**config.mk**
```make
export PLATFORM = sky130hd
export DESIGN_NAME = addr_filter
export DESIGN_NICKNAME = d
export VERILOG_FILES = /design/src/rtl/addr_filt_pkg.sv /design/src/rtl/afl_capture.sv /design/src/rtl/afl_crc_hash.sv /design/src/rtl/afl_match.sv /design/src/rtl/addr_filter.sv
export SDC_FILE = /design/constraint.sdc
export NUM_CORES = 1
export LEC_CHECK = 0
export BUFFER_PORTS_ARGS = -buffer_cell sky130_fd_sc_hd__buf_2
export CAP_MARGIN = 10
export CORE_UTILIZATION = 35
export DETAILED_ROUTE_END_ITERATION = 7
export MAX_ROUTING_LAYER = met4
export PLACE_DENSITY_LB_ADDON = 0.25
export SLEW_MARGIN = 15
export SYNTH_ARGS = -nofsm -noshare
export SYNTH_HDL_FRONTEND = slang
export SYNTH_SLANG_ARGS = --single-unit
```
**constraint.sdc**
```tcl
create_clock -name clk -period 4.3 [get_ports clk]
set_input_delay 0.215 -clock clk [delete_from_list [all_inputs] [get_ports clk]]
set_output_delay 0.215 -clock clk [all_outputs]
set_load 0.01 [all_outputs]
```
**src/rtl/addr_filt_pkg.sv**
```systemverilog
package addr_filt_pkg;

    typedef enum logic [1:0] {
        ST_IDLE   = 2'd0,
        ST_GATHER = 2'd1,
        ST_HOLD   = 2'd2
    } afl_state_e;

    localparam int unsigned CRC_W    = 32;
    localparam logic [31:0] CRC_POLY = 32'h04C11DB7;
    localparam logic [31:0] CRC_SEED = 32'hFFFF_FFFF;

    // Advance the running CRC by one byte, feeding the byte's bits from bit 0 upward.
    function automatic logic [31:0] crc_step_byte(input logic [31:0] c, input logic [7:0] b);
        logic [31:0] r;
        logic        fb;
        r = c;
        for (int i = 0; i < 8; i++) begin
            fb = r[31] ^ b[i];
            r  = {r[30:0], 1'b0};
            if (fb) r = r ^ CRC_POLY;
        end
        return r;
    endfunction

endpackage

```
**src/rtl/afl_capture.sv**
```systemverilog
module afl_capture #(
    parameter int unsigned NBYTES = 6,
    localparam int unsigned CNT_W = $clog2(NBYTES + 1),
    localparam int unsigned AW    = NBYTES * 8
) (
    input  logic             clk,
    input  logic             rst_n,
    input  logic             take,
    input  logic             restart,
    input  logic [7:0]       byte_in,
    output logic [AW-1:0]    dest_now,
    output logic [CNT_W-1:0] count_now
);

    logic [7:0]       bytes_q [NBYTES];
    logic [CNT_W-1:0] cnt_q;
    logic [CNT_W-1:0] slot;

    // A start beat always lands in slot 0, whatever the count says.
    assign slot      = restart ? '0 : cnt_q;
    assign count_now = slot + CNT_W'(1);

    for (genvar k = 0; k < NBYTES; k++) begin : g_slot
        assign dest_now[AW-1-8*k -: 8] = (take && slot == CNT_W'(k)) ? byte_in : bytes_q[k];

        always_ff @(posedge clk or negedge rst_n) begin
            if (!rst_n)                            bytes_q[k] <= 8'h00;
            else if (take && slot == CNT_W'(k))    bytes_q[k] <= byte_in;
        end
    end

    always_ff @(posedge clk or negedge rst_n) begin
        if (!rst_n)     cnt_q <= '0;
        else if (take)  cnt_q <= count_now;
    end

    assert_count_bound_R10: assert property (@(posedge clk) disable iff (!rst_n)
        cnt_q <= CNT_W'(NBYTES));

endmodule

```
**src/rtl/afl_crc_hash.sv**
```systemverilog
module afl_crc_hash
    import addr_filt_pkg::*;
#(
    parameter int unsigned HASH_W = 6
) (
    input  logic              clk,
    input  logic              rst_n,
    input  logic              take,
    input  logic              restart,
    input  logic [7:0]        byte_in,
    output logic [HASH_W-1:0] hash_now
);

    logic [CRC_W-1:0] crc_q;
    logic [CRC_W-1:0] crc_now;

    // A start beat reseeds the CRC so that the first byte sees all ones.
    assign crc_now  = crc_step_byte(restart ? CRC_SEED : crc_q, byte_in);
    assign hash_now = crc_now[CRC_W-1 -: HASH_W];

    always_ff @(posedge clk or negedge rst_n) begin
        if (!rst_n)     crc_q <= CRC_SEED;
        else if (take)  crc_q <= crc_now;
    end

endmodule

```
**src/rtl/afl_match.sv**
```systemverilog
module afl_match #(
    parameter int unsigned NBYTES = 6,
    parameter int unsigned HASH_W = 6,
    localparam int unsigned AW    = NBYTES * 8,
    localparam int unsigned TBL   = 1 << HASH_W
) (
    input  logic [AW-1:0]     dest,
    input  logic [AW-1:0]     station,
    input  logic [HASH_W-1:0] hash_idx,
    input  logic [TBL-1:0]    table_bits,
    input  logic              bcast_reject,
    input  logic              hash_all,
    output logic              miss
);

    logic [NBYTES-1:0] byte_eq;
    logic [NBYTES-1:0] byte_ones;
    logic              group_bit;

    for (genvar k = 0; k < NBYTES; k++) begin : g_cmp
        assign byte_eq[k]   = dest[AW-1-8*k -: 8] == station[AW-1-8*k -: 8];
        assign byte_ones[k] = &dest[AW-1-8*k -: 8];
    end

    assign group_bit = dest[AW-8];

    always_comb begin
        if (&byte_ones)                  miss = bcast_reject;
        else if (group_bit || hash_all)  miss = !table_bits[hash_idx];
        else                             miss = !(&byte_eq);
    end

endmodule

```
**src/rtl/addr_filter.sv**
```systemverilog
module addr_filter
    import addr_filt_pkg::*;
#(
    parameter int unsigned HASH_W = 6,
    parameter int unsigned WORD_W = 32
) (
    input  logic              clk,
    input  logic              rst_n,
    input  logic              in_valid,
    input  logic              in_sof,
    input  logic              in_eof,
    input  logic [7:0]        in_byte,
    input  logic [15:0]       cfg_addr_hi,
    input  logic [31:0]       cfg_addr_lo,
    input  logic [WORD_W-1:0] cfg_hash_lo,
    input  logic [WORD_W-1:0] cfg_hash_hi,
    input  logic              cfg_bcast_reject,
    input  logic              cfg_hash_all,
    input  logic              cfg_promisc,
    output logic              dec_valid,
    output logic              dec_accept,
    output logic              dec_miss
);

    localparam int unsigned NBYTES = 6;
    localparam int unsigned AW     = NBYTES * 8;
    localparam int unsigned CNT_W  = $clog2(NBYTES + 1);

    afl_state_e        state_q, state_d;
    logic              restart, take, full, early_end, decide;
    logic [AW-1:0]     dest_now;
    logic [CNT_W-1:0]  count_now;
    logic [HASH_W-1:0] hash_now;
    logic              match_miss;
    logic              accept_q, miss_q;

    assign restart   = in_valid && in_sof;
    assign take      = in_valid && (in_sof || state_q == ST_GATHER);
    assign full      = take && (count_now == CNT_W'(NBYTES));
    assign early_end = take && in_eof && !full;
    assign decide    = full || early_end;

    afl_capture #(.NBYTES(NBYTES)) u_capture (
        .clk       (clk),
        .rst_n     (rst_n),
        .take      (take),
        .restart   (restart),
        .byte_in   (in_byte),
        .dest_now  (dest_now),
        .count_now (count_now)
    );

    afl_crc_hash #(.HASH_W(HASH_W)) u_hash (
        .clk      (clk),
        .rst_n    (rst_n),
        .take     (take),
        .restart  (restart),
        .byte_in  (in_byte),
        .hash_now (hash_now)
    );

    afl_match #(.NBYTES(NBYTES), .HASH_W(HASH_W)) u_match (
        .dest         (dest_now),
        .station      ({cfg_addr_hi, cfg_addr_lo}),
        .hash_idx     (hash_now),
        .table_bits   ({cfg_hash_hi, cfg_hash_lo}),
        .bcast_reject (cfg_bcast_reject),
        .hash_all     (cfg_hash_all),
        .miss         (match_miss)
    );

    always_comb begin
        state_d = state_q;
        unique case (state_q)
            ST_IDLE, ST_HOLD: begin
                if (decide)       state_d = ST_HOLD;
                else if (restart) state_d = ST_GATHER;
            end
            ST_GATHER: begin
                if (decide)       state_d = ST_HOLD;
            end
            default:              state_d = ST_IDLE;
        endcase
    end

    always_ff @(posedge clk or negedge rst_n) begin
        if (!rst_n) state_q <= ST_IDLE;
        else        state_q <= state_d;
    end

    always_ff @(posedge clk or negedge rst_n) begin
        if (!rst_n) begin
            accept_q <= 1'b0;
            miss_q   <= 1'b0;
        end else if (decide) begin
            miss_q   <= early_end ? 1'b1 : match_miss;
            accept_q <= early_end ? cfg_promisc : (!match_miss || cfg_promisc);
        end else if (restart) begin
            accept_q <= 1'b0;
            miss_q   <= 1'b0;
        end
    end

    assign dec_valid  = (state_q == ST_HOLD);
    assign dec_accept = accept_q;
    assign dec_miss   = miss_q;

    assert_quiet_when_invalid_R1: assert property (@(posedge clk) disable iff (!rst_n)
        !dec_valid |-> (!dec_accept && !dec_miss));

    assert_hold_stable_R3: assert property (@(posedge clk) disable iff (!rst_n)
        (dec_valid && !restart) |=> (dec_valid && $stable(dec_accept) && $stable(dec_miss)));

    assert_drop_means_miss_R8: assert property (@(posedge clk) disable iff (!rst_n)
        (dec_valid && !dec_accept) |-> dec_miss);

    assert_early_end_miss_R9: assert property (@(posedge clk) disable iff (!rst_n)
        (take && in_eof && count_now < CNT_W'(NBYTES)) |=> (dec_valid && dec_miss));

    assert_restart_clears_R11: assert property (@(posedge clk) disable iff (!rst_n)
        (restart && !in_eof) |=> !dec_valid);

endmodule

```
Word level (Yosys, flattened, before mapping)
Cells that the tools add are included.

Register bits: 87. Latch bits: 0. Memory bits (writable): 0. Memory bits (read-only): 0. Input bits: 128. Output and inout port bits: 3. Word-level logic and storage cells: 100. Memories kept: 0.

$add $sub $neg: 1. $mul: 0. Div/mod/pow operators: 0. Magnitude comparators: 1. Eq/ne operators: 16. Shifts and indexed selects: 0. Muxes and demuxes: 29. Bitwise gates (word level): 16. Reductions and logical operators: 26.

Operator list (number): 27-bit two-way mux (8); 14-bit inverter (8); 8-bit == test (6); 8-bit two-way mux (6); 48-bit AND reduction (1); 32-bit two-way mux (1); 1-bit logical AND (11); 3-bit == test, second input constant (3); 1-bit two-way mux (8); 1-bit bitwise XOR (8); 6-bit by 7-bit < comparator with 1-bit output, second input constant (1); 1-bit binary-select mux with 6-bit select (1); 3-bit by 2-bit == test with 1-bit output, second input constant (2); 2-bit two-way mux (3); 6-bit AND reduction (1); 1-bit logical NOT (4); 1-bit logical OR (4); 2-bit one-hot mux with 2 select lines (1); 3-bit by 1-bit adder with 3-bit output, second input constant (1); 3-bit by 1-bit == test with 1-bit output, second input constant (1); 3-bit logical NOT (1); 3-bit two-way mux (1); 3-bit by 2-bit inequality test with 1-bit output, second input constant (1); 2-bit by 1-bit == test with 1-bit output, second input constant (1); other kinds (6) (6).

Longest topological paths before layout
Gate-level depths: netlist of the first run.

Word-level depth: 27. Gate-level depth with buffers: 14. Depth with buffers taken out: 11.

Hierarchy
From an unflattened synthesis of the first run, not the netlist that was laid out.

Cells, all modules: 534. Area total of the unflattened synthesis: 6177.2 µm².

By module, submodules not included: afl_crc_hash (instances 1, cells an instance 241, area each 2519.9 µm², seq. area each 840.8 µm²); afl_capture (instances 1, cells an instance 129, area each 2099.5 µm², seq. area each 1276.2 µm²); afl_match (instances 1, cells an instance 137, area each 1303.8 µm², seq. area each 0.0 µm²); addr_filter (instances 1, cells an instance 27, area each 254.0 µm², seq. area each 100.1 µm²).

Worst setup path after synthesis of the first run
No wires, ideal clock.

Path type: input port to flip-flop. Start point: input in_valid. End point: register miss_q, in the netlist dec_miss. Library setup time: 0.120 ns. Arrival time: 3.326 ns. Required time: 4.180 ns. Path slack: 0.854 ns. Stages: 14. Path buffers: 3. Cells stage by stage: buf_2 nand2_1 clkbuf_1 clkbuf_1 nand2_1 ha_1 o211ai_1 mux2_2 xor2_1 a2111o_1 or4_1 nor3_2 o31ai_2 and3_1.

Elaborated cells on any way between the ends: 71. Those cells by class: add/sub: 1; eq/ne: 12; mux: 22; bitwise: 16; reduce/logical: 20.

RTL lines: from (decl) (line addr_filter.sv:9) `input logic in_valid,`; 1-bit logical AND (line addr_filter.sv:37) `assign restart = in_valid && in_sof;`; 3-bit two-way mux (line afl_capture.sv:20) `assign slot = restart ? '0 : cnt_q;`; 3-bit by 2-bit == test with 1-bit output (line afl_capture.sv:24) `assign dest_now[AW-1-8*k -: 8] = (take && slot == CNT_W'(k)) ? byte_in : bytes_q[k];`; 1-bit logical AND * (line afl_capture.sv:24); 8-bit two-way mux *; named net dest_now[22] (line addr_filter.sv:31) `logic [AW-1:0] dest_now;`; 8-bit == test (line afl_match.sv:21) `assign byte_eq[k] = dest[AW-1-8*k -: 8] == station[AW-1-8*k -: 8];`; 6-bit AND reduction (line afl_match.sv:30) `else miss = !(&byte_eq);`; 1-bit logical NOT (line afl_match.sv:30); 1-bit two-way mux (line afl_match.sv:29) `else if (group_bit || hash_all) miss = !table_bits[hash_idx];`; 1-bit two-way mux * (line afl_match.sv:28) `if (&byte_ones) miss = bcast_reject;`; 1-bit two-way mux * (line addr_filter.sv:96) `miss_q <= early_end ? 1'b1 : match_miss;`; 1-bit two-way mux * (line addr_filter.sv:95) `end else if (decide) begin`; to (signal assigned) (line addr_filter.sv:96); to (decl) (line addr_filter.sv:35) `logic accept_q, miss_q;`.

Mark *: on every way through the listed nets, which the timed path passes. The rest lies on a longest branch. The select of a mux whose other input is x is not followed. A chain may end at the register's enable or synchronous reset.

Worst setup path in the final report of the first run
Start point: register state_q[0]. End point: register miss_q, in the netlist dec_miss.

Cells in the longest elaborated chain, start to end: 12. Elaborated cells on any way between the ends: 35. Those cells by class: eq/ne: 7; mux: 10; reduce/logical: 18.

Ends and longest elaborated chain: from (decl) (line addr_filter.sv:29) `afl_state_e state_q, state_d;`; from (signal assigned) (line addr_filter.sv:88) `else state_q <= state_d;`; 2-bit by 1-bit == test with 1-bit output * (line addr_filter.sv:38) `assign take = in_valid && (in_sof || state_q == ST_GATHER);`; 1-bit logical OR * (line addr_filter.sv:38); 1-bit logical AND * (line addr_filter.sv:38); 1-bit logical AND (line afl_capture.sv:24); 8-bit two-way mux, on equally long branches; 8-bit == test (line afl_match.sv:21); 6-bit AND reduction (line afl_match.sv:30); 1-bit logical NOT (line afl_match.sv:30); 1-bit two-way mux (line afl_match.sv:29); 1-bit two-way mux (line afl_match.sv:28); 1-bit two-way mux (line addr_filter.sv:96); 1-bit two-way mux (line addr_filter.sv:95).

Mark *: on every way between the ends. The rest lies on a longest branch, timed or not.

==> impl_metrics.toml, run 1 <==
[routing]
dr_total_vias = 6402
routed_wl_mm = 23.3
dr.pass1.iters = 6
routedWlPerCell_um = 20.2
vias_per_cell = 5.55
drtAntennaViolNets = 0
drt_iter0_markers = 613
drc = 0

[die]
num_io_pins = 131
fp.dieH_um = 142
die-width_um = 142
rows = 50
core-area_um2 = 18900
dieArea_um2 = 20100
start_util = 0.361

[cts]
cts_made_buffers = 9
cts_setup_buffers = 0
clk_latency_ns = 0.36
h-tree-depth = 3
clk_transition_reported_paths_ns = 0.07
cts_tree = "built"
clock_sinks = 87
root_buffer = "clkbuf_16"
hold_buffers = 1
clk_path_buf_depth = 2
cts_resized = 0

[sta]
fmaxAchievable_mhz = 271
period_share = 0.857
hold_viol = 0
fin_skew_ns = 0.00759
period_minus_slack_ns = 3.68
worst_slew_pin_slew_ns = 0.916
fin_setup_tns_ns = 0
finalMaxSlewViolations = 0
slew-limit-headroom = 0.387
rsz0062_at_grt = "false"
setup_viol = 0

[global_route]
antenna_found_initial = 0
grt_pass1_wl_mm = 36.2
grt_usage = 0.246
grt_max_degree = 55
grt_pass1_vias = 6286
grt.overflow.total = 0

[yosys]
synth_top_family_by_area = "compound AO/OA/AOI/OAI gates"
synth_compound_gate_area_share = 0.184
syn_area_per_cell_um2 = 8.72
ys_seq_area_frac = 0.325
synth_nets = 912
ys_warn_count = 0
syn_area_um2 = 6830
async_reset_ff_frac = 1.00
synthCells = 783
synth_edf_count = 0
synth.most_common_cell = "nand2_1"
synth_cell_types = 77
synthAdderAreaFrac = 0.00183
synth_commonest_cells = "75 x nand2_1, 73 x xnor2_1, 61 x nor2_1, 55 x dfrtp_1, 46 x o21ai_0"
synth_simple_gate_area_frac = 0.183
yosys.area_share.xor_xnor = 0.146
synth_top_area_frac = 0.202
yosysTopAreaCell = "dfrtp_1"
ys_top_cells_by_area = "dfrtp_1 20%, dfstp_2 12%, xnor2_1 9.4%, xor2_1 4.4%, mux2_2 4.1%"
ys_ff_latch = 87
ys.flop_type = "dfrtp_1"
synthMuxAreaShare = 0.106

[power]
irDropWorstVdd_mv = 0.555
power_density_nw_per_um2 = 779
p_leak_nw = 3.36

[min_path]
holdCritStartpoint = "cfg_promisc"
whs_endpoint = "dec_accept"
min_path_type = "input pin to flip-flop"
min_path_cells = 3

[place]
detailed_place_hpwl_mm = 17.2
portBuffers = 130
routabilityCongestion = 0.993

[layout]
layout-drive-gt1-share = 0.271
fill_cells = 1972
syn_to_final_growth_pct = 17.5
fin_nets = 1018
antennaDiodeCount = 0
seqCellArea_um2 = 2220
finalCoreUtilization = 0.425
multi_input_area_um2 = 4250

[critical_path]
max_stage_delay_ns = 0.63
critPathBufInv = 0
start_kind = "flip-flop"
r2r_cells = 9
crit_slowest_cell = "nor2b_1"
cp_top_family = "simple AND/OR/NAND/NOR gates"
rr_endpoint = "dec_miss"
critPathKind = "flip-flop to flip-flop"
endpoint_kind = "flip-flop"
cp_max_fo = 16
worstPathArrival_ns = 3.98
crit_path_cell_trace = "nor2b_1 -> nand3_1 -> mux2_2 -> a2111oi_0 -> nor4bb_1 -> a21oi_1 -> nor3b_1 -> nand4_1 -> and3_1"
critPathRequiredTime_ns = 4.59
timing.rr.start = "state_q[0]"
reg2reg_slack_ns = 0.62

[run]
cap_viol_max_count = 0

[status]
status = "finished clean"
power breakdown:
group	leakage (nW)	switching [mW]	total, mW	internal [mW]
Clock	0.162	0.369	0.875	0.506
Sequential	1.04	0.361	1.63	1.26
Combinational	2.16	1.97	3.75	1.78
Total	3.36	2.70	6.25	3.55
stage by stage:
stage	worst slack [ns]	total power, mW	hold WS [ns]	instance area, µm²	cells
detailed placement	0.677	5.36	0.335	7690	1137
finish	0.615	6.25	0.0932	8030	1154
floorplan	0.854	4.52	-0.0806	6830	783
global placement	0.790	5.34	0.333	7690	1137
global route	0.204	6.71	0.106	8030	1154
CTS	0.651	6.27	0.0866	8030	1154
state kept, by name, summed over array words and instances (netlist names):
register and cells:
u_capture.cnt_q 3, dec_accept 1, u_hash.crc_q 32, u_capture.bytes_q 48, state_q 2, dec_miss 1
layer usage:
| layer | up-vias | global-route usage | routed length, µm |
|---|---|---|---|
| met1 | 3086 | 0.334 | 10600 |
| met3 | 44 | 0.0381 | 1360 |
| met2 | 237 | 0.376 | 10800 |
| met5 | - | - | 0 |
| met4 | 0 | 0.0798 | 634 |
| li1 | 3035 | - | - |
logic make-up (layout without fill, tap and decap cells):
group,Yosys count,in the layout
DFF,87,87
buffers and inverters,86,197
xor gates and xnor gates,110,110
AOI/OAI and AO/OA,194,194
and+or+nand+nor,251,251
muxes,54,54
adders and majority gates,1,1
cells in the final DEF, fill, tap and decap left out, types with 4 or more instances in the layout:
master | Yosys | layout
a211oi_1 | 4 | 4
a21oi_1 | 44 | 44
a22o_1 | 4 | 4
a22oi_1 | 14 | 14
a32oi_1 | 5 | 5
buf_2 | 11 | 129
buf_4 | 0 | 18
clkbuf_16 | 0 | 10
dfrtp_1 | 55 | 55
dfstp_2 | 32 | 32
inv_1 | 30 | 30
mux2_2 | 25 | 25
mux2i_1 | 16 | 16
mux4_2 | 12 | 12
nand2_1 | 75 | 75
nand2b_1 | 10 | 10
nand3_1 | 18 | 18
nand4_1 | 22 | 22
nor2_1 | 61 | 61
nor2b_1 | 11 | 11
nor3_1 | 17 | 17
nor3b_1 | 9 | 9
nor4_1 | 4 | 4
o2111ai_1 | 6 | 6
o211ai_1 | 4 | 4
o21ai_0 | 46 | 46
o221ai_1 | 6 | 6
o22ai_1 | 28 | 28
xnor2_1 | 73 | 73
xor2_1 | 34 | 34
how the worst max path moves through the flow:
stage	start	to	slack, ns	depth (start not counted)
finish	state_q[0]	dec_miss	0.62	9
global route	state_q[0]	dec_miss	0.20	9
CTS	state_q[0]	dec_miss	0.65	9
detailed placement	state_q[0]	dec_miss	0.68	9
global placement	u_capture.cnt_q[2]	dec_miss	0.79	9
floorplan	in_valid	dec_miss	0.85	14
worst register-to-register path: cells and delay by family, from the launching register on:
family	cells	cell delay, ns
compound gates	2	0.53
flops	1	0.45
mux	1	0.45
simple gates	6	2.18
cell type report:
type / instances / share of cell area
tap: 260 / 0.0405
inverter: 33 / 0.0154
multi-input combinational: 610 / 0.529
clock inverter: 5 / 0.00748
timing repair buffer: 148 / 0.0985
sequential: 87 / 0.276
clock buffer: 11 / 0.0329
Power figures use the tool's default switching activity.
==> run 2: changes to the inputs <==
==> constraint.sdc (replaced) <==
create_clock -name clk -period 4.04 [get_ports clk]
set_input_delay 0.202 -clock clk [delete_from_list [all_inputs] [get_ports clk]]
set_output_delay 0.202 -clock clk [all_outputs]
set_load 0.01 [all_outputs]
==> impl_metrics.toml, run 2 (same netlist as run 1, synthesis figures left out) <==
[status]
status = "finished clean"

[layout]
top_register = "u_capture.bytes_q"
syn_to_final_growth_pct = 18.4
largest_reg_flops = 48
antennaDiodeCount = 0
layout_common_cells = "129 x buf_2, 75 x nand2_1, 73 x xnor2_1, 61 x nor2_1, 55 x dfrtp_1"
fill_cells = 1930
reg.largest.list = "u_capture.bytes_q (48), u_hash.crc_q (32), u_capture.cnt_q (3)"
fin_nets = 1025
final_common_cell = "buf_2"
layout-drive-gt1-share = 0.275

[sta]
period_minus_slack_ns = 3.42
worst_slew_pin_slew_ns = 0.886
setup_viol = 0
finalMaxSlewViolations = 0
fin_setup_tns_ns = 0
fin_ws_ns = 0.622
period_share = 0.846
slew-limit-headroom = 0.407
hold_viol = 0
fin_skew_ns = 0.00848
fmaxAchievable_mhz = 293
rsz0062_at_grt = "false"

[cts]
h-tree-depth = 3
cts_setup_buffers = 0
cts_resized = 0
cts_made_buffers = 9
clk_latency_ns = 0.36
clk_path_buf_depth = 2
cts_tree = "built"
root_buffer = "clkbuf_16"
clock_sinks = 87
clk_transition_reported_paths_ns = 0.07

[die]
core-area_um2 = 18900
die-width_um = 142
rows = 50
fp.dieH_um = 142
dieArea_um2 = 20100
start_util = 0.361
num_io_pins = 131

[routing]
drt_iter0_markers = 553
drc = 0
dr.pass1.iters = 5
routedWlPerCell_um = 20.4
drtAntennaViolNets = 0
dr_total_vias = 6499
vias_per_cell = 5.60
routed_wl_mm = 23.7

[critical_path]
endpoint_kind = "flip-flop"
worstPathArrival_ns = 3.66
cp_max_fo = 14
critPathRequiredTime_ns = 4.28
critPathKind = "flip-flop to flip-flop"
reg2reg_slack_ns = 0.62
start_kind = "flip-flop"

[global_route]
grt_max_degree = 62
grt.overflow.total = 0
antenna_found_initial = 0
grt_pass1_wl_mm = 36.3
grt_usage = 0.247
grt_pass1_vias = 6344

[power]
irDropWorstVdd_mv = 0.554
p_leak_nw = 3.40
power_density_nw_per_um2 = 826

[place]
detailed_place_hpwl_mm = 17.7
routabilityCongestion = 0.931
portBuffers = 130
dp_slack_ns = 0.698

[run]
cap_viol_max_count = 0

[min_path]
min_path_type = "input pin to flip-flop"
run 2: cell count changes in the layout (fill, tap and decap cells not counted):
cell      previous run  this run
buf_4               18        25
clkbuf_1             0         1
clkbuf_8             1         2
clkinv_4             1         2
inv_4                2         0
inv_6                1         0
run 2: repair_timing:
action	CTS	global route
setup endpoints to repair	0	0
hold buffers	1	0
hold endpoints to repair	33	0
run 2: cell type report:
class,instances,area [µm²],share of cell area
sequential,87,2220,0.274
multi-input combinational,610,4250,0.525
clock inverter,3,47.5,0.00588
clock buffer,13,282,0.0348
tap,260,325,0.0402
timing repair buffer,155,843,0.104
inverter,33,124,0.0153
run 2: critical path, stage by stage (launching register included):
cell,delay [ns]
dfrtp_1,0.49
or3b_1,0.48
or4_1,0.55
buf_4,0.22
mux2_2,0.30
xor2_1,0.14
nor4_1,0.33
nand4_1,0.24
nor3_2,0.29
o31ai_2,0.10
and3_1,0.16
run 2: per-layer routing:
| layer | global-route usage | routed length [µm] | vias to the layer above |
|---|---|---|---|
| met5 | - | 0 | - |
| met4 | 0.0928 | 752 | 0 |
| met3 | 0.0388 | 1510 | 58 |
| met2 | 0.382 | 11100 | 260 |
| met1 | 0.325 | 10300 | 3137 |
| li1 | - | - | 3044 |
run 2: per-stage QoR:
step | total power [mW] | utilization | instance area, µm² | std cells | hold slack [ns]
after floorplan | 4.81 | - | 6830 | 783 | -0.0936
after global placement | 5.70 | 0.410 | 7740 | 1144 | 0.374
final | 6.68 | 0.428 | 8080 | 1161 | 0.0889
after detailed placement | 5.73 | 0.410 | 7740 | 1144 | 0.357
after global routing | 7.13 | 0.428 | 8080 | 1161 | 0.0905
after CTS | 6.69 | 0.428 | 8080 | 1161 | 0.0809
run 2: path summary, 6_finish.rpt:
kind | start | endpoint | cells past startpoint
max in group asynchronous | rst_n | u_hash.crc_q[27] | 3
min reg2reg | u_hash.crc_q[3] | u_hash.crc_q[3] | 2
max | u_capture.cnt_q[2] | dec_miss | 10
min in group asynchronous | rst_n | u_capture.bytes_q[47] | 2
min | cfg_promisc | dec_accept | 3
max reg2reg | u_capture.cnt_q[2] | dec_miss | 10
run 2: power by group:
part	leakage (nW)	internal (mW)	switching [mW]
Clock	0.161	0.554	0.384
Combinational	2.20	1.90	2.11
Sequential	1.04	1.35	0.386
==> run 3: changes to the inputs <==
--- a/config.mk
+++ b/config.mk
@@ -5,6 +5,7 @@
 export SDC_FILE = /design/constraint.sdc
 export NUM_CORES = 1
 export LEC_CHECK = 0
+export ABC_AREA = 1
 export BUFFER_PORTS_ARGS = -buffer_cell sky130_fd_sc_hd__buf_2
 export CAP_MARGIN = 10
 export CORE_UTILIZATION = 35
==> constraint.sdc (replaced) <==
create_clock -name clk -period 3.5 [get_ports clk]
set_input_delay 0.175 -clock clk [delete_from_list [all_inputs] [get_ports clk]]
set_output_delay 0.175 -clock clk [all_outputs]
set_load 0.01 [all_outputs]
==> impl_metrics.toml, run 3 <==
[place]
dp_cells = 1109
routabilityCongestion = 0.918
placed_cell_area_um2 = 6720
detailed_place_hpwl_mm = 12.9
portBuffers = 130

[sta]
hold_viol = 0
rsz0062_at_grt = "false"
period_share = 0.864
setup_viol = 0
hold_ws_ns = 0.112
fmaxAchievable_mhz = 331
fin_setup_tns_ns = 0
slew-limit-headroom = 0.419
worst_slew_pin_slew_ns = 0.872
period_minus_slack_ns = 3.02
finalMaxSlewViolations = 0
fin_skew_ns = 0.0111

[yosys]
syn_area_um2 = 5880
ys_warn_count = 0
synth.most_common_cell = "nand2_1"
async_reset_ff_frac = 1.00
ys_ff_latch = 87
ys_top_cells_by_area = "dfrtp_1 23%, dfstp_2 14%, nand2_1 13%, nand3_1 9.4%, xor2_1 8.0%"
synth_top_area_frac = 0.234
syn_area_per_cell_um2 = 7.57
yosysTopAreaCell = "dfrtp_1"
synth_edf_count = 0
synth_commonest_cells = "202 x nand2_1, 110 x nand3_1, 57 x inv_1, 55 x dfrtp_1, 54 x xor2_1"
synth_cell_types = 39
ys_seq_area_frac = 0.377
ys.flop_type = "dfrtp_1"
synth_nets = 906
synthCells = 777

[global_route]
grt_pass1_wl_mm = 28.0
antenna_found_initial = 0
grt.overflow.total = 0
grt_pass1_vias = 5307
grt_usage = 0.211
grt_max_degree = 69

[power]
power_density_nw_per_um2 = 945
p_leak_nw = 3.45
irDropWorstVdd_mv = 0.332

[routing]
drc = 0
routedWlPerCell_um = 15.2
drt_iter0_markers = 340
dr_total_vias = 5488
drtAntennaViolNets = 0
dr.pass1.iters = 6
vias_per_cell = 4.87
routed_wl_mm = 17.2

[cts]
clk_latency_ns = 0.35
h-tree-depth = 3
cts_tree = "built"
root_buffer = "clkbuf_16"
clk_path_buf_depth = 2
cts_setup_buffers = 0
clock_sinks = 87
cts_made_buffers = 9
clk_transition_reported_paths_ns = 0.07

[layout]
top_register = "u_capture.bytes_q"
fin_nets = 1030
final_common_cell = "nand2_1"
fill_cells = 1715
final_cells = 1126
multi_input_area_um2 = 3270
layout-drive-gt1-share = 0.257
syn_to_final_growth_pct = 19.2
largest_reg_flops = 48
reg.largest.list = "u_capture.bytes_q (48), u_hash.crc_q (32), u_capture.cnt_q (3)"
layout_common_cells = "202 x nand2_1, 129 x buf_2, 110 x nand3_1, 57 x inv_1, 55 x dfrtp_1"
fin_area_um2 = 7010
seqCellArea_um2 = 2220
antennaDiodeCount = 0

[critical_path]
start_kind = "flip-flop"
critPathRequiredTime_ns = 3.74
crit_path_end = "dec_accept"
cp_max_fo = 18
r2r_cells = 21
critPathLaunch = "u_hash.crc_q[31]"
reg2reg_slack_ns = 0.48
worstPathArrival_ns = 3.26
endpoint_kind = "flip-flop"
critPathKind = "flip-flop to flip-flop"
timing.rr.start = "u_hash.crc_q[31]"
rr_endpoint = "dec_accept"

[status]
status = "finished clean"

[die]
core-area_um2 = 16500
num_io_pins = 131
start_util = 0.357
die-width_um = 132
dieArea_um2 = 17300
fp.dieH_um = 132
rows = 47

[min_path]
min_path_type = "input pin to flip-flop"
min_path_cells = 5

[run]
cap_viol_max_count = 0
-- run 3: cell count changes in the layout (fill, tap and decap cells not counted), sizes merged, moves of 15 or more --
cell,delta
xor2,+22
a21oi,-41
buf,-16
nand3,+97
xnor2,-46
nor3,-15
mux2i,-16
o21ai,+31
mux2,-26
inv,+37
o22ai,-25
nand2,+143
-- run 3: area by class of cell --
cell class	count	area share
timing repair buffer	139	0.103
tap	220	0.0393
inverter	64	0.0343
sequential	87	0.316
clock inverter	5	0.00553
clock buffer	11	0.0346
multi-input combinational	600	0.467
-- run 3: how the worst min path moves through the flow --
stage                      from                     to  slack (ns)
global route        cfg_promisc             dec_accept        0.12
detailed placement        rst_n  u_capture.bytes_q[37]        0.35
global placement          rst_n  u_capture.bytes_q[38]        0.36
floorplan                 rst_n             dec_accept       -0.12
CTS                 cfg_promisc             dec_accept         0.1
finish              cfg_promisc             dec_accept        0.11
-- run 3: critical path, stage by stage, from the launching register on --
cell and delay, ns:
dfstp_2 0.53, inv_1 0.05, nand2_1 0.06, nand2_1 0.10
nand2_4 0.18, nand3_1 0.11, nand2_2 0.18, inv_1 0.06
nand2_1 0.07, nand2_2 0.24, inv_2 0.33, nand3_1 0.13
nand3_1 0.10, nand3_1 0.11, nand3_1 0.10, nand3_1 0.09
nand3_1 0.16, nand2_1 0.06, nand2_1 0.10, nand2_1 0.06
nand2_1 0.05, nand2_1 0.04
-- run 3: what timing repair did --
action,CTS,global route
hold buffers,1,0
hold endpoints to repair,44,0
gates resized for setup,0,0
-- run 3: metal layers --
metal | vias up | GRT usage | routed length (µm)
li1 | 2790 | - | -
met1 | 2489 | 0.281 | 8170
met2 | 186 | 0.331 | 7810
met3 | 23 | 0.0316 | 908
met4 | 0 | 0.0640 | 274
met5 | - | - | 0
-- run 3: where the power goes --
part           total (mW)  internal (mW)  switching [mW]
sequential           1.77           1.59           0.179
combinational        3.93           1.38            2.54
clock               0.930          0.508           0.422
total                6.62           3.48            3.14
-- run 3: stage by stage --
stage	utilization	setup WS (ns)	total power, mW
2_1_floorplan	-	1.18	4.75
3_3_place_gp	0.408	0.321	5.71
3_5_place_dp	0.408	0.367	5.71
4_1_cts	0.426	0.477	6.66
5_1_grt	0.426	0.203	7.24
6_report	0.426	0.477	6.62
-- run 3: kinds of logic after synthesis --
family          count (synthesis)  share of synthesized area
xor+xnor                       84                      0.131
compound gates                 95                     0.0913
flops                          87                      0.377
simple gates                  420                      0.332
fa+ha+maj                       1                    0.00213
buf+inv                        90                     0.0668
